===== src/rtl/addsub_cla_pkg.sv =====
package addsub_cla_pkg;
  localparam int GRP_BITS = 4;

  function automatic int ceil_div(input int n, input int d);
    return (n + d - 1) / d;
  endfunction
endpackage


===== src/rtl/addsub_lcu4.sv =====
// Four-wide lookahead unit: flattened carries plus block generate/propagate.
module addsub_lcu4 (
  input  logic [3:0] g,
  input  logic [3:0] p,
  input  logic       cin,
  output logic [3:0] c,
  output logic       gg,
  output logic       pg
);
  always_comb begin
    c[0] = g[0] | (p[0] & cin);
    c[1] = g[1] | (p[1] & g[0]) | (p[1] & p[0] & cin);
    c[2] = g[2] | (p[2] & g[1]) | (p[2] & p[1] & g[0])
         | (p[2] & p[1] & p[0] & cin);
    c[3] = g[3] | (p[3] & g[2]) | (p[3] & p[2] & g[1])
         | (p[3] & p[2] & p[1] & g[0])
         | (p[3] & p[2] & p[1] & p[0] & cin);
    gg   = g[3] | (p[3] & g[2]) | (p[3] & p[2] & g[1])
         | (p[3] & p[2] & p[1] & g[0]);
    pg   = &p;
  end
endmodule


===== src/rtl/addsub_cla_group.sv =====
// One 4-bit slice: bit generate/propagate, local lookahead, sum bits.
module addsub_cla_group
  import addsub_cla_pkg::*;
(
  input  logic [GRP_BITS-1:0] a,
  input  logic [GRP_BITS-1:0] b,
  input  logic                cin,
  output logic [GRP_BITS-1:0] s,
  output logic [GRP_BITS-1:0] c,
  output logic                gg,
  output logic                pg
);
  logic [GRP_BITS-1:0] bit_g;
  logic [GRP_BITS-1:0] bit_p;
  logic [GRP_BITS-1:0] c_in_bit;

  assign bit_g = a & b;
  assign bit_p = a ^ b;

  addsub_lcu4 u_lcu (
    .g   (bit_g),
    .p   (bit_p),
    .cin (cin),
    .c   (c),
    .gg  (gg),
    .pg  (pg)
  );

  assign c_in_bit = {c[GRP_BITS-2:0], cin};
  assign s        = bit_p ^ c_in_bit;
endmodule


===== src/rtl/addsub_cla_tree.sv =====
// Second lookahead level: combines group G/P into the carry entering each group.
module addsub_cla_tree
  import addsub_cla_pkg::*;
#(
  parameter int NGRP = 4
) (
  input  logic [NGRP-1:0] grp_g,
  input  logic [NGRP-1:0] grp_p,
  input  logic            cin,
  output logic [NGRP-1:0] grp_cin,
  output logic            cout_chain,
  output logic            cout_flat
);
  localparam int NSUP = ceil_div(NGRP, GRP_BITS);
  localparam int NPAD = NSUP * GRP_BITS;

  logic [NPAD-1:0] pad_g;
  logic [NPAD-1:0] pad_p;
  logic [NPAD-1:0] grp_cout;
  logic [NSUP-1:0] sup_g;
  logic [NSUP-1:0] sup_p;
  logic [NSUP:0]   sup_cin;

  // Padding slots propagate so the top slot carries the real top carry.
  for (genvar j = 0; j < NPAD; j++) begin : g_pad
    if (j < NGRP) begin : g_real
      assign pad_g[j] = grp_g[j];
      assign pad_p[j] = grp_p[j];
    end else begin : g_fill
      assign pad_g[j] = 1'b0;
      assign pad_p[j] = 1'b1;
    end
  end

  assign sup_cin[0] = cin;

  for (genvar k = 0; k < NSUP; k++) begin : g_sup
    addsub_lcu4 u_lcu (
      .g   (pad_g[k*GRP_BITS +: GRP_BITS]),
      .p   (pad_p[k*GRP_BITS +: GRP_BITS]),
      .cin (sup_cin[k]),
      .c   (grp_cout[k*GRP_BITS +: GRP_BITS]),
      .gg  (sup_g[k]),
      .pg  (sup_p[k])
    );
    assign sup_cin[k+1] = sup_g[k] | (sup_p[k] & sup_cin[k]);
  end

  assign grp_cin[0] = cin;
  for (genvar j = 1; j < NGRP; j++) begin : g_link
    assign grp_cin[j] = grp_cout[j-1];
  end

  assign cout_chain = sup_cin[NSUP];
  assign cout_flat  = grp_cout[NPAD-1];
endmodule


===== src/rtl/addsub_cla.sv =====
module addsub_cla
  import addsub_cla_pkg::*;
#(
  parameter int W = 16
) (
  input  logic         clk,
  input  logic         rst,
  input  logic [W-1:0] op_a,
  input  logic [W-1:0] op_b,
  input  logic         sub,
  input  logic         cin,
  output logic [W-1:0] sum,
  output logic         cout,
  output logic         ovf
);
  localparam int NGRP = W / GRP_BITS;

  if (W % GRP_BITS != 0 || W < GRP_BITS) begin : g_bad_width
    $error("addsub_cla: W must be a positive multiple of 4");
  end

  logic [W-1:0]    b_eff;
  logic            cin_eff;
  logic [W-1:0]    sum_d;
  logic [W-1:0]    bit_cout;
  logic [NGRP-1:0] grp_g;
  logic [NGRP-1:0] grp_p;
  logic [NGRP-1:0] grp_cin;
  logic            cout_chain;
  logic            cout_flat;
  logic            ovf_d;

  // Subtract: invert B, supply the +1 through the carry-in.
  assign b_eff   = op_b ^ {W{sub}};
  assign cin_eff = sub | cin;

  for (genvar i = 0; i < NGRP; i++) begin : g_grp
    addsub_cla_group u_grp (
      .a   (op_a[i*GRP_BITS +: GRP_BITS]),
      .b   (b_eff[i*GRP_BITS +: GRP_BITS]),
      .cin (grp_cin[i]),
      .s   (sum_d[i*GRP_BITS +: GRP_BITS]),
      .c   (bit_cout[i*GRP_BITS +: GRP_BITS]),
      .gg  (grp_g[i]),
      .pg  (grp_p[i])
    );
  end

  addsub_cla_tree #(
    .NGRP (NGRP)
  ) u_tree (
    .grp_g      (grp_g),
    .grp_p      (grp_p),
    .cin        (cin_eff),
    .grp_cin    (grp_cin),
    .cout_chain (cout_chain),
    .cout_flat  (cout_flat)
  );

  assign ovf_d = bit_cout[W-1] ^ bit_cout[W-2];

  always_ff @(posedge clk) begin
    if (rst) begin
      sum  <= '0;
      cout <= 1'b0;
      ovf  <= 1'b0;
    end else begin
      sum  <= sum_d;
      cout <= cout_chain;
      ovf  <= ovf_d;
    end
  end


  rst_clear_chk: assert property (@(posedge clk)
    $past(rst) |-> (sum == '0 && !cout && !ovf));


  add_result_chk: assert property (@(posedge clk) disable iff (rst)
    (!$past(rst) && !$past(sub)) |->
      ({cout, sum} == $past({1'b0, op_a} + {1'b0, op_b} + {{W{1'b0}}, cin})));


  sub_result_chk: assert property (@(posedge clk) disable iff (rst)
    (!$past(rst) && $past(sub)) |->
      ({cout, sum} == $past({1'b0, op_a} + {1'b0, ~op_b} + {{W{1'b0}}, 1'b1})));


  ovf_sign_chk: assert property (@(posedge clk) disable iff (rst)
    !$past(rst) |->
      (ovf == (($past(op_a[W-1]) == $past(op_b[W-1] ^ sub))
               && (sum[W-1] != $past(op_a[W-1])))));


  cout_path_chk: assert property (@(posedge clk) disable iff (rst)
    (cout_flat == cout_chain) && (bit_cout[W-1] == cout_chain));

  for (genvar i = 0; i + 1 < NGRP; i++) begin : g_link_chk

    carry_link_chk: assert property (@(posedge clk) disable iff (rst)
      bit_cout[i*GRP_BITS + GRP_BITS-1] == grp_cin[i+1]);
  end
endmodule


===== config.mk =====
export PLATFORM = sky130hd
export DESIGN_NAME = addsub_cla
export DESIGN_NICKNAME = d
export VERILOG_FILES = /design/src/rtl/addsub_cla_pkg.sv /design/src/rtl/addsub_lcu4.sv /design/src/rtl/addsub_cla_group.sv /design/src/rtl/addsub_cla_tree.sv /design/src/rtl/addsub_cla.sv
export SDC_FILE = /design/constraint.sdc
export NUM_CORES = 1
export LEC_CHECK = 0
export ABC_AREA = 1
export ABC_CLOCK_PERIOD_IN_PS = 8000
export BUFFER_PORTS_ARGS = -buffer_cell sky130_fd_sc_hd__buf_2
export CAP_MARGIN = 0
export CORE_MARGIN = 2
export CORE_UTILIZATION = 53
export CTS_BUF_LIST = sky130_fd_sc_hd__clkbuf_16
export CTS_CLUSTER_SIZE = 10
export DETAILED_ROUTE_END_ITERATION = 10
export GPL_TIMING_DRIVEN = 0
export PLACE_DENSITY = 0.85
export SETUP_SLACK_MARGIN = 0.05
export SLEW_MARGIN = 20
export SYNTH_ARGS = -nofsm -noshare
export SYNTH_HDL_FRONTEND = slang
export SYNTH_SLANG_ARGS = --single-unit

===== constraint.sdc =====
create_clock -name clk -period 8 [get_ports clk]
set_input_delay 2 -clock clk [delete_from_list [all_inputs] [get_ports clk]]
set_output_delay 2 -clock clk [all_outputs]
set_load 0.02 [all_outputs]

# [Word level (Yosys, flattened, before mapping)]
# Cells that the tools add are included.
[totals] register_bits=18 latchBits=0 ram_bits=0 rom_bits=0 in_bits=36 word_cells=143 memories=0
[classes] n_addsub=0 multipliers=0 n_div=0 order_cmp=0 eq_ne=0 shift=0 n_mux=0 bitwise=135 reduce_logical=5
[op_table] cell="$and A1 B1 Y1" n=73
[op_table] cell="$or A1 B1 Y1" n=48
[op_table] cell="$xor A4 B4 Y4" n=8
[op_table] cell="$and A4 B4 Y4" n=4
[op_table] cell="$reduce_and A16 Y1" n=1
[op_table] cell="$reduce_and A4 Y1" n=4
[op_table] cell="$xor A16 B16 Y16" n=1
[op_table] cell="$xor A1 B1 Y1" n=1

# [Logic depth before layout (Yosys ltp)]
# Gate-level depths: netlist of the first run.
[depth] word_depth=13 depth_mapped=15 depth_no_buf=14

# [By module]
# From an unflattened synthesis of the first run, not the netlist that was laid out.
[unflattened] hier_cells=323 hier_area_um2=1845.5
[modules_own_cells] mod="addsub_cla" instances=1 cells_per_inst=128 area_per_inst_um2=825.8 seq_area_each_um2=360.3
[modules_own_cells] mod="addsub_cla_group" instances=4 cells_per_inst=24 area_per_inst_um2=125.1 seq_area_each_um2=0.0
[modules_own_cells] mod="addsub_lcu4" instances=5 cells_per_inst=19 area_per_inst_um2=100.1 seq_area_each_um2=0.0
[modules_own_cells] mod="addsub_cla_tree" instances=1 cells_per_inst=4 area_per_inst_um2=18.8 seq_area_each_um2=0.0

# [Worst setup path after synthesis of the first run]
# OpenSTA, ideal clock, no wires.
[synth_path] path_kind="input port to flip-flop" start="input sub" end="register sum[13]" arrival_time_ns=3.921 required_ns=7.873 path_slack_ns=3.952 cell_stages=13 path_cell_list="buf_6 > buf_2 > xor2_1 > ha_1 > nand2_2 > clkinv_1 > nand3_1 > nand3_4 > nand2_2 > nand2_2 > fa_1 > xnor2_1 > nor2_1"
[synth_via] elab_chain_len=13 elab_cells_between_ends=48
[synth_lines] element="start, declared" line="addsub_cla.sv:10" text="input logic sub,"
[synth_lines] element="$xor A16 B16 Y16" line="addsub_cla.sv:34" text="assign b_eff = op_b ^ {W{sub}};"
[synth_lines] element="$xor A4 B4 Y4 / $and A4 B4 Y4 (equally long branches)" line="addsub_cla_group.sv:18, addsub_cla_group.sv:17"
[synth_lines] element="$and A1 B1 Y1, on equally long branches" line="addsub_lcu4.sv:18, addsub_lcu4.sv:19"
[synth_lines] element="$or A1 B1 Y1, or another cell as far along" line="addsub_lcu4.sv:18" text="gg = g[3] | (p[3] & g[2]) | (p[3] & p[2] & g[1])"
[synth_lines] element="$or A1 B1 Y1 / $and A1 B1 Y1 (equally long branches)" line="addsub_lcu4.sv:18, addsub_lcu4.sv:19"
[synth_lines] element="$or A1 B1 Y1" line="addsub_lcu4.sv:19" text="| (p[3] & p[2] & p[1] & g[0]);"
[synth_lines] element="$and A1 B1 Y1" line="addsub_lcu4.sv:13" text="c[2] = g[2] | (p[2] & g[1]) | (p[2] & p[1] & g[0])"
[synth_lines] element="$or A1 B1 Y1 (2 in a row)" line="addsub_lcu4.sv:13"
[synth_lines] element="$or A1 B1 Y1" line="addsub_lcu4.sv:14" text="| (p[2] & p[1] & p[0] & cin);"
[synth_lines] element="$and A1 B1 Y1" line="addsub_lcu4.sv:11" text="c[0] = g[0] | (p[0] & cin);"
[synth_lines] element="$or A1 B1 Y1" line="addsub_lcu4.sv:11"
[synth_lines] element="$xor A4 B4 Y4 (*)" line="addsub_cla_group.sv:30" text="assign s = bit_p ^ c_in_bit;"
[synth_lines] element="end signal, assigned" line="addsub_cla.sv:68" text="sum <= sum_d;"
[synth_lines] element="end, declared" line="addsub_cla.sv:12" text="output logic [W-1:0] sum,"
# Mark *: on every way between the ends. The rest lies on a longest branch, timed or not.
# A chain may end at the register's enable or synchronous reset.

# [Final worst setup path of the first run]
# Ends and elaborated chain as after synthesis.

==> results of run 1 <==
[cells by family (layout without fill, tap and decap cells)]
group / Yosys count / count (layout) / synth area share
DFF: 18 / 18 / 0.243
adders and majority gates: 20 / 20 / 0.189
buffers and inverters: 35 / 91 / 0.0955
xor gates and xnor gates: 20 / 20 / 0.118
and+or+nand+nor: 88 / 88 / 0.274
AOI/OAI and AO/OA: 20 / 20 / 0.0795
[area by class of cell]
cell class                 instances  area, sq um
buffer                             4         25.0
clock buffer                       3         75.1
clock inverter                     1         3.75
fill                             237          852
inverter                          31          116
multi-input combinational        148          978
sequential                        18          360
tap                               31         38.8
timing repair buffer              52          260
[stage by stage]
stage               hold WS (ns)  cell area [sq um]  total power [uW]  utilization  instances
floorplan                   2.22               1480               221            -        201
global placement            2.40               1780               256        0.657        284
detailed placement          2.40               1780               260        0.657        284
CTS                         2.14               1860               364        0.686        288
global route                2.19               1860               389        0.686        288
finish                      2.14               1860               362        0.686        288
[state kept, by name (all words and copies together), names as in the netlist]
name and count:
cout 1, ovf 1, sum 16
[cells in the mapped netlist]
| cell | count | area share |
|---|---|---|
| nand2_1 | 39 | 0.099 |
| inv_1 | 29 | 0.074 |
| nor2_1 | 23 | 0.058 |
| dfxtp_1 | 18 | 0.24 |
| ha_1 | 16 | 0.14 |
| xor2_1 | 16 | 0.095 |
| nand3_1 | 13 | 0.044 |
| a21oi_1 | 11 | 0.037 |
| nand2_2 | 5 | 0.021 |
| fa_1 | 4 | 0.054 |
| xnor2_1 | 4 | 0.024 |
| a221oi_1 | 3 | 0.018 |
| nor2_2 | 3 | 0.013 |
| o21ai_0 | 2 | 0.0068 |
| a21o_1 | 1 | 0.0051 |
| a31oi_1 | 1 | 0.0042 |
| and3_1 | 1 | 0.0042 |
| buf_2 | 1 | 0.0034 |
| buf_6 | 1 | 0.0076 |
| clkbuf_1 | 1 | 0.0025 |
| clkbuf_2 | 1 | 0.0034 |
| clkinv_1 | 1 | 0.0025 |
| inv_2 | 1 | 0.0025 |
| nand3_4 | 1 | 0.012 |
| nand4_1 | 1 | 0.0042 |
| nor2_8 | 1 | 0.014 |
| nor3b_1 | 1 | 0.0051 |
| o21ai_1 | 1 | 0.0034 |
| o21bai_1 | 1 | 0.0051 |
[final timing paths]
path | startpoint | endpoint | slack, ns | cells after the start
hold / removal | rst | sum[10]$_SDFF_PP0_ | 2.14 | 4
setup / recovery | sub | sum[13]$_SDFF_PP0_ | 3.88 | 13
[routing by layer]
metal,track usage,vias up,routed length [um]
met5,0,-,0
met3,0.0346,6,172
met4,0.0731,0,51
met2,0.372,48,1520
li1,-,747,-
met1,0.225,614,1290
[power breakdown]
group          internal [uW]  switching (uW)
clock network           66.5            35.9
logic                   58.6            92.6
registers                105            3.00
total                    231             131
==> flow_summary.json, run 1 <==
{
  "layout_common_cells": "53 x buf_2, 39 x nand2_1, 29 x inv_1",
  "hold_class": "input port to flop",
  "synth_cell_types": 29,
  "hold_violations": 0,
  "die_area_sq_mm": 0.00323,
  "io_pins": 54,
  "tns_ns": 0,
  "core_area_sq_mm": 0.00271,
  "cts_root_buffer": "clkbuf_16",
  "crit_fanout": 10,
  "routed_wl_mm": 3.04,
  "netlist_area_sq_mm": 0.00148,
  "wire_per_inst_um": 10.5,
  "fin_ws_ns": 3.88,
  "cap_violations": 0,
  "worstPathRequired_ns": 8.12,
  "critPathMostFrequentCell": "nand2_1",
  "hold_buffers": 0,
  "fin_nets": 314,
  "outcome": "finished, final reports clean",
  "grt_pass1_wl_mm": 5.09,
  "drive_gt1_frac": 0.268,
  "tritoncts": "done",
  "drc_errors": 0,
  "num_vias": 1415,
  "rsz0062_at_grt": "false",
  "first_pass_iters": 4,
  "via_per_inst": 4.91,
  "rows": 19,
  "arrival_ns": 4.24,
  "leakage_uw": 0.00107,
  "detail-route-antenna-nets": 0,
  "slew-limit-headroom": 0.662,
  "n_antenna_cell": 0,
  "antenna_found_initial": 0,
  "synth_seq_area_share": 0.243,
  "finalSetupViolCount": 0,
  "start_util": 0.546,
  "final_common_cell": "buf_2",
  "drv_slew": 0,
  "cp_top_family": "adder cells",
  "max_freq_ghz": 0.243,
  "grt_overflow": 0,
  "die_y_um": 56.8,
  "syn_inst": 201,
  "ys_ff_latch": 18,
  "htreeDepth": 1,
  "buffer_ports.inserted": 52,
  "tightest_slew_ns": 0.507,
  "cts_resized": 0,
  "cts_buffers": 3,
  "power_density_mw_per_mm2": 195,
  "mappedNetlistNets": 257,
  "finalCritPeriodShare": 0.515,
  "max-vdd-ir-drop_v": 0.000136,
  "grt_pass1_vias": 1293,
  "path_cells": "buf_6 > buf_2 > xor2_1 > ha_1 > nand2_1 > inv_1 > nand2_1 > nand2_1 > a21oi_1 > nand2_2 > fa_1 > xnor2_1 > nor2_1",
  "cp-end-kind": "flop",
  "cp-start-kind": "input port",
  "grt.total_usage": 0.200,
  "drt_iter0_drc": 23,
  "fin_crit_ns": 4.12,
  "avgSynthCellArea_sq_um": 7.36,
  "dp.final_hpwl_mm": 2.34,
  "die_w_um": 56.8,
  "area_growth_pct": 25.5,
  "cpPeakStageDelay_ns": 0.40,
  "pre_cts_ws_ns": 3.69,
  "routabilityCongestion": 0.819,
  "path_class": "input port to flop",
  "slowest_stage": "fa_1",
  "clk_pin_slew_ns": 0.06,
  "postCtsSetupRepairBufs": 0,
  "grt_max_degree": 11,
  "max-clock-path-buffers": 2,
  "clock-sinks": 18,
  "cp_num_buf_inv": 3,
  "ys_warn_count": 0
}
Power figures use the tool's default switching activity.
==> inputs of run 2 (changes only) <==
--- a/config.mk
+++ b/config.mk
@@ -6,16 +6,16 @@
 export NUM_CORES = 1
 export LEC_CHECK = 0
 export ABC_AREA = 1
-export ABC_CLOCK_PERIOD_IN_PS = 8000
+export ABC_CLOCK_PERIOD_IN_PS = 4310
 export BUFFER_PORTS_ARGS = -buffer_cell sky130_fd_sc_hd__buf_2
 export CAP_MARGIN = 0
 export CORE_MARGIN = 2
-export CORE_UTILIZATION = 53
+export CORE_UTILIZATION = 49
 export CTS_BUF_LIST = sky130_fd_sc_hd__clkbuf_16
 export CTS_CLUSTER_SIZE = 10
 export DETAILED_ROUTE_END_ITERATION = 10
 export GPL_TIMING_DRIVEN = 0
-export PLACE_DENSITY = 0.85
+export PLACE_DENSITY = 0.79
 export SETUP_SLACK_MARGIN = 0.05
 export SLEW_MARGIN = 20
 export SYNTH_ARGS = -nofsm -noshare
==> constraint.sdc (replaced) <==
create_clock -name clk -period 4.31 [get_ports clk]
set_input_delay 1.0775 -clock clk [delete_from_list [all_inputs] [get_ports clk]]
set_output_delay 1.0775 -clock clk [all_outputs]
set_load 0.02 [all_outputs]
==> run 2 against run 1 <==
The flow now finishes with violations (design-rule violations). Worst hold slack got worse by 0.92 ns. Via count decreased by 1.4%. Sequential cell count unchanged. Power increased by 85%. Routed wire length decreased by 1.2%. Combinational power increased by 85%. Sequential share of layout area unchanged. Critical endpoint is now sum[9]$_SDFF_PP0_.
==> flow_summary.json, run 2 (synthesis gave the netlist of run 1 again) <==
{
  "cts_buffers": 3,
  "tightest_slew_ns": 0.474,
  "pre_cts_ws_ns": 0.875,
  "cts_resized": 0,
  "crit_end": "sum[9]$_SDFF_PP0_",
  "place_area_sq_mm": 0.00178,
  "cp-end-kind": "flop",
  "worstPathRequired_ns": 4.43,
  "drv_slew": 0,
  "reg_top3": "sum x16, cout x1, ovf x1",
  "multi_input_area_sq_um": 978,
  "routabilityCongestion": 0.833,
  "drive_gt1_frac": 0.268,
  "antenna_found_initial": 0,
  "finalCritPeriodShare": 0.730,
  "final-seq-area_sq_um": 360,
  "arrival_ns": 3.27,
  "rows": 19,
  "use_met3": 0.0242,
  "largest_register_ffs": 16,
  "die_y_um": 59.0,
  "clock-sinks": 18,
  "area_growth_pct": 25.5,
  "crit_start": "sub",
  "layout_common_cells": "53 x buf_2, 39 x nand2_1, 29 x inv_1",
  "grt_pass1_vias": 1175,
  "n_fill_cell": 260,
  "grt.total_usage": 0.181,
  "hold_class": "input port to flop",
  "max_freq_ghz": 0.318,
  "num_vias": 1395,
  "postCtsSetupRepairBufs": 0,
  "slowest_stage": "fa_1",
  "first_pass_iters": 7,
  "power.total_uw": 670,
  "grt_overflow": 0,
  "tritoncts": "done",
  "routed_wl_mm": 3.00,
  "die_w_um": 59.0,
  "final_common_cell": "buf_2",
  "slew-limit-headroom": 0.684,
  "fin_ws_ns": 1.16,
  "leakage_uw": 0.00107,
  "met1_usage": 0.226,
  "cp-start-kind": "input port",
  "die_area_sq_mm": 0.00348,
  "wire_per_inst_um": 10.4,
  "cap_violations": 0,
  "start_util": 0.528,
  "path_class": "input port to flop",
  "grt_pass1_wl_mm": 4.79,
  "outcome": "finished, violations left",
  "power_density_mw_per_mm2": 361,
  "cts_root_buffer": "clkbuf_16",
  "clk_pin_slew_ns": 0.05,
  "drc_errors": 1,
  "final_area_sq_mm": 0.00186,
  "busiest_layer": "met2",
  "io_pins": 54,
  "largest_register": "sum",
  "max-clock-path-buffers": 2,
  "met2_usage": 0.311,
  "crit_fanout": 10,
  "fin_crit_ns": 3.15,
  "fin_nets": 314,
  "tns_ns": 0,
  "cpPeakStageDelay_ns": 0.38,
  "hold_buffers": 0,
  "via_per_inst": 4.84,
  "core_area_sq_mm": 0.00281,
  "hold_violations": 0,
  "path_cells": "buf_6 > buf_2 > xor2_1 > ha_1 > nand2_2 > clkinv_1 > nand3_1 > nand3_4 > nand2_1 > nand2_1 > inv_1 > fa_1 > xor2_1 > nor2_1",
  "violations": "design-rule violations",
  "dp.final_hpwl_mm": 2.42,
  "max-vdd-ir-drop_v": 0.000222,
  "buffer_ports.inserted": 52,
  "n_antenna_cell": 0,
  "detail-route-antenna-nets": 0,
  "finalSetupViolCount": 0,
  "rsz0062_at_grt": "false",
  "htreeDepth": 1,
  "grt_max_degree": 11,
  "drt_iter0_drc": 22
}
==> run 2: cell counts in the layout (fill, tap and decap cells not counted) <==
Identical to the previous run, type by type.
==> run 2: area by class of cell <==
class | instances | area share
Clock inverter | 1 | 0.00202
Inverter | 31 | 0.0626
Clock buffer | 3 | 0.0404
Multi-Input combinational cell | 148 | 0.527
Timing Repair Buffer | 52 | 0.140
Buffer | 4 | 0.0135
Sequential cell | 18 | 0.194
Tap cell | 31 | 0.0209
==> run 2: routing by layer <==
| layer | routed length [um] | vias up |
|---|---|---|
| met1 | 1290 | 597 |
| met3 | 154 | 4 |
| met5 | 0 | - |
| met4 | 53 | 0 |
| li1 | - | 749 |
| met2 | 1510 | 45 |
==> run 2: worst min-delay path by stage <==
| stage | from | end | slack [ns] | cells after the start |
|---|---|---|---|---|
| after detailed placement | op_a[2] | sum[2]$_SDFF_PP0_ | 1.47 | 3 |
| after global placement | rst | sum[15]$_SDFF_PP0_ | 1.48 | 4 |
| after CTS | rst | sum[15]$_SDFF_PP0_ | 1.22 | 4 |
| after global routing | op_a[2] | sum[2]$_SDFF_PP0_ | 1.25 | 3 |
| after floorplan | rst | sum[15]$_SDFF_PP0_ | 1.30 | 3 |
| final | rst | sum[15]$_SDFF_PP0_ | 1.22 | 4 |
==> run 2: where the power goes <==
group / total, uW / leakage (uW) / internal [uW] / switching, uW
Clock: 189 / 0.0000385 / 123 / 65.2
Sequential: 201 / 0.000150 / 196 / 5.59
Combinational: 280 / 0.000878 / 109 / 171
Total: 670 / 0.00107 / 428 / 242
==> run 2: critical path, delay by kind of cell <==
kind | cells | cell delay, ns
XOR/XNOR | 2 | 0.26
adder cells (fa/ha/maj) | 2 | 0.73
AND/OR/NAND/NOR | 6 | 0.58
buffers and inverters | 4 | 0.61
==> run 2: through the flow <==
step            util  instances  hold WS (ns)
2_1_floorplan      -        201          1.30
5_1_grt        0.662        288          1.25
4_1_cts        0.662        288          1.22
6_report       0.662        288          1.22
3_3_place_gp   0.634        284          1.48
3_5_place_dp   0.634        284          1.47
==> inputs of run 3 (changes only) <==
--- a/config.mk
+++ b/config.mk
@@ -6,16 +6,16 @@
 export NUM_CORES = 1
 export LEC_CHECK = 0
 export ABC_AREA = 1
-export ABC_CLOCK_PERIOD_IN_PS = 4310
+export ABC_CLOCK_PERIOD_IN_PS = 2850
 export BUFFER_PORTS_ARGS = -buffer_cell sky130_fd_sc_hd__buf_2
 export CAP_MARGIN = 0
 export CORE_MARGIN = 2
-export CORE_UTILIZATION = 49
+export CORE_UTILIZATION = 45
 export CTS_BUF_LIST = sky130_fd_sc_hd__clkbuf_16
 export CTS_CLUSTER_SIZE = 10
 export DETAILED_ROUTE_END_ITERATION = 10
 export GPL_TIMING_DRIVEN = 0
-export PLACE_DENSITY = 0.79
+export PLACE_DENSITY = 0.77
 export SETUP_SLACK_MARGIN = 0.05
 export SLEW_MARGIN = 20
 export SYNTH_ARGS = -nofsm -noshare
==> constraint.sdc (replaced) <==
create_clock -name clk -period 2.85 [get_ports clk]
set_input_delay 0.7125 -clock clk [delete_from_list [all_inputs] [get_ports clk]]
set_output_delay 0.7125 -clock clk [all_outputs]
set_load 0.02 [all_outputs]
==> run 3 against run 2 <==
The run now ends clean. Non-clock buffer count grew 2. Via count shrank 0.65%. Critical path depth is the same. First-iteration DRC count grew 23%. Final area grew 2.0%. Highest routed layer unchanged.
==> flow_summary.json, run 3 (synthesis gave the netlist of run 1 again) <==
{
  "outcome": "finished, final reports clean",
  "cp-end-kind": "flop",
  "switching_power_uw": 375,
  "max_freq_ghz": 0.379,
  "cp-start-kind": "input port",
  "leakage_uw": 0.00108,
  "arrival_ns": 2.76,
  "seqPwrFrac": 0.295,
  "drv_slew": 0,
  "p_clk_frac": 0.285,
  "path_depth": 14,
  "p_int_uw": 653,
  "crit_fanout": 10,
  "cts_root_buffer": "clkbuf_16",
  "max-clock-path-buffers": 2,
  "antenna_found_initial": 0,
  "final_util": 0.611,
  "area_growth_pct": 28.1,
  "num_vias": 1386,
  "die_area_sq_mm": 0.00376,
  "grt_max_degree": 11,
  "grt_pass1_wl_mm": 4.83,
  "worstPathRequired_ns": 2.97,
  "die_y_um": 61.4,
  "pre_cts_ws_ns": -0.188,
  "drive_gt1_frac": 0.274,
  "htreeDepth": 1,
  "path_class": "input port to flop",
  "power_density_mw_per_mm2": 543,
  "slowest_stage": "fa_1",
  "io_pins": 54,
  "slew-limit-headroom": 0.656,
  "clock-sinks": 18,
  "path_cells": "buf_6 > buf_6 > xor2_1 > ha_1 > nand2_2 > clkinv_1 > nand3_1 > nand3_4 > nand2_1 > nand2_1 > inv_1 > fa_1 > xor2_1 > nor2_1",
  "core_area_sq_mm": 0.00310,
  "largest_register": "sum",
  "place_area_sq_mm": 0.00180,
  "n_antenna_cell": 0,
  "largest_register_ffs": 16,
  "tightest_slew_ns": 0.516,
  "hold_class": "input port to flop",
  "buffer_ports.inserted": 52,
  "die_w_um": 61.4,
  "grt_overflow": 0,
  "rsz0062_at_grt": "false",
  "fin_crit_ns": 2.64,
  "dp.final_hpwl_mm": 2.34,
  "detail-route-antenna-nets": 0,
  "tritoncts": "done",
  "hold_violations": 0,
  "finalSetupViolCount": 0,
  "p_sw_frac": 0.365,
  "via_per_inst": 4.57,
  "fin_ws_ns": 0.214,
  "reg_top3": "sum x16, cout x1, ovf x1",
  "cap_violations": 0,
  "final_area_sq_mm": 0.00190,
  "cp_num_buf_inv": 4,
  "drc_errors": 0,
  "power.total_uw": 1030,
  "wire_per_inst_um": 10.1,
  "max-vdd-ir-drop_v": 0.000202,
  "cpPeakStageDelay_ns": 0.37,
  "finalCritPeriodShare": 0.925,
  "hold_depth": 3,
  "cts_buffers": 3,
  "grt_pass1_vias": 1165,
  "start_util": 0.477,
  "routed_wl_mm": 3.05,
  "drt_iter0_drc": 27,
  "rows": 20,
  "first_pass_iters": 4,
  "grt.total_usage": 0.172,
  "final_common_cell": "buf_2",
  "cp_top_family": "adder cells",
  "clk_pin_slew_ns": 0.06,
  "fin_nets": 316,
  "routabilityCongestion": 0.801,
  "layout_common_cells": "52 x buf_2, 39 x nand2_1, 29 x inv_1",
  "pwr-share-comb": 0.420
}
[run 3: cell count changes in the layout (fill, tap and decap cells not counted), sizes merged]
cell and delta:
buf +2
[run 3: timing repair]
action / CTS / global route
hold buffers: 0 / 0
resized for setup: 0 / 3
setup buffers: 0 / 2
setup endpoints to repair: 0 / 4
[run 3: power by group through the flow]
stage | registers, uW | logic, uW | clock network, uW
after floorplan | 370 | 249 | 0
after global placement | 309 | 412 | 0
after detailed placement | 309 | 422 | 0
after CTS | 304 | 425 | 296
after global routing | 308 | 487 | 305
final | 304 | 432 | 293
[run 3: area by class of cell]
cell class / instances / area [sq um]
plain buffers: 4 / 31.3
repair buffers: 54 / 275
inverters: 31 / 116
fillers: 327 / 1210
well taps: 44 / 55.1
flip-flops and latches: 18 / 360
clock buffers: 3 / 75.1
clock inverters: 1 / 3.75
multi-input cells: 148 / 978
[run 3: worst paths after layout]
| path | start | end | slack, ns |
|---|---|---|---|
| setup / recovery | sub | sum[9]$_SDFF_PP0_ | 0.21 |
| hold / removal | op_a[2] | sum[2]$_SDFF_PP0_ | 0.84 |
[run 3: metal layers]
layer	GRT usage	up-vias	share of wire	wire (um)
li1	-	752	-	-
met1	0.233	587	0.46	1410
met2	0.280	42	0.47	1440
met3	0.0294	5	0.049	150
met4	0.0547	0	0.013	40
met5	0	-	0	0
[run 3: stage by stage]
stage	setup TNS, ns	hold slack, ns	instances
floorplan	0	0.932	201
global placement	-0.481	1.11	297
detailed placement	-0.611	1.12	297
CTS	0	0.853	301
global route	0	0.864	303
finish	0	0.842	303
[run 3: tightest hold or removal path, stage by stage]
cell and delay [ns]:
buf_2 0.08, ha_1 0.18, a21oi_1 0.08
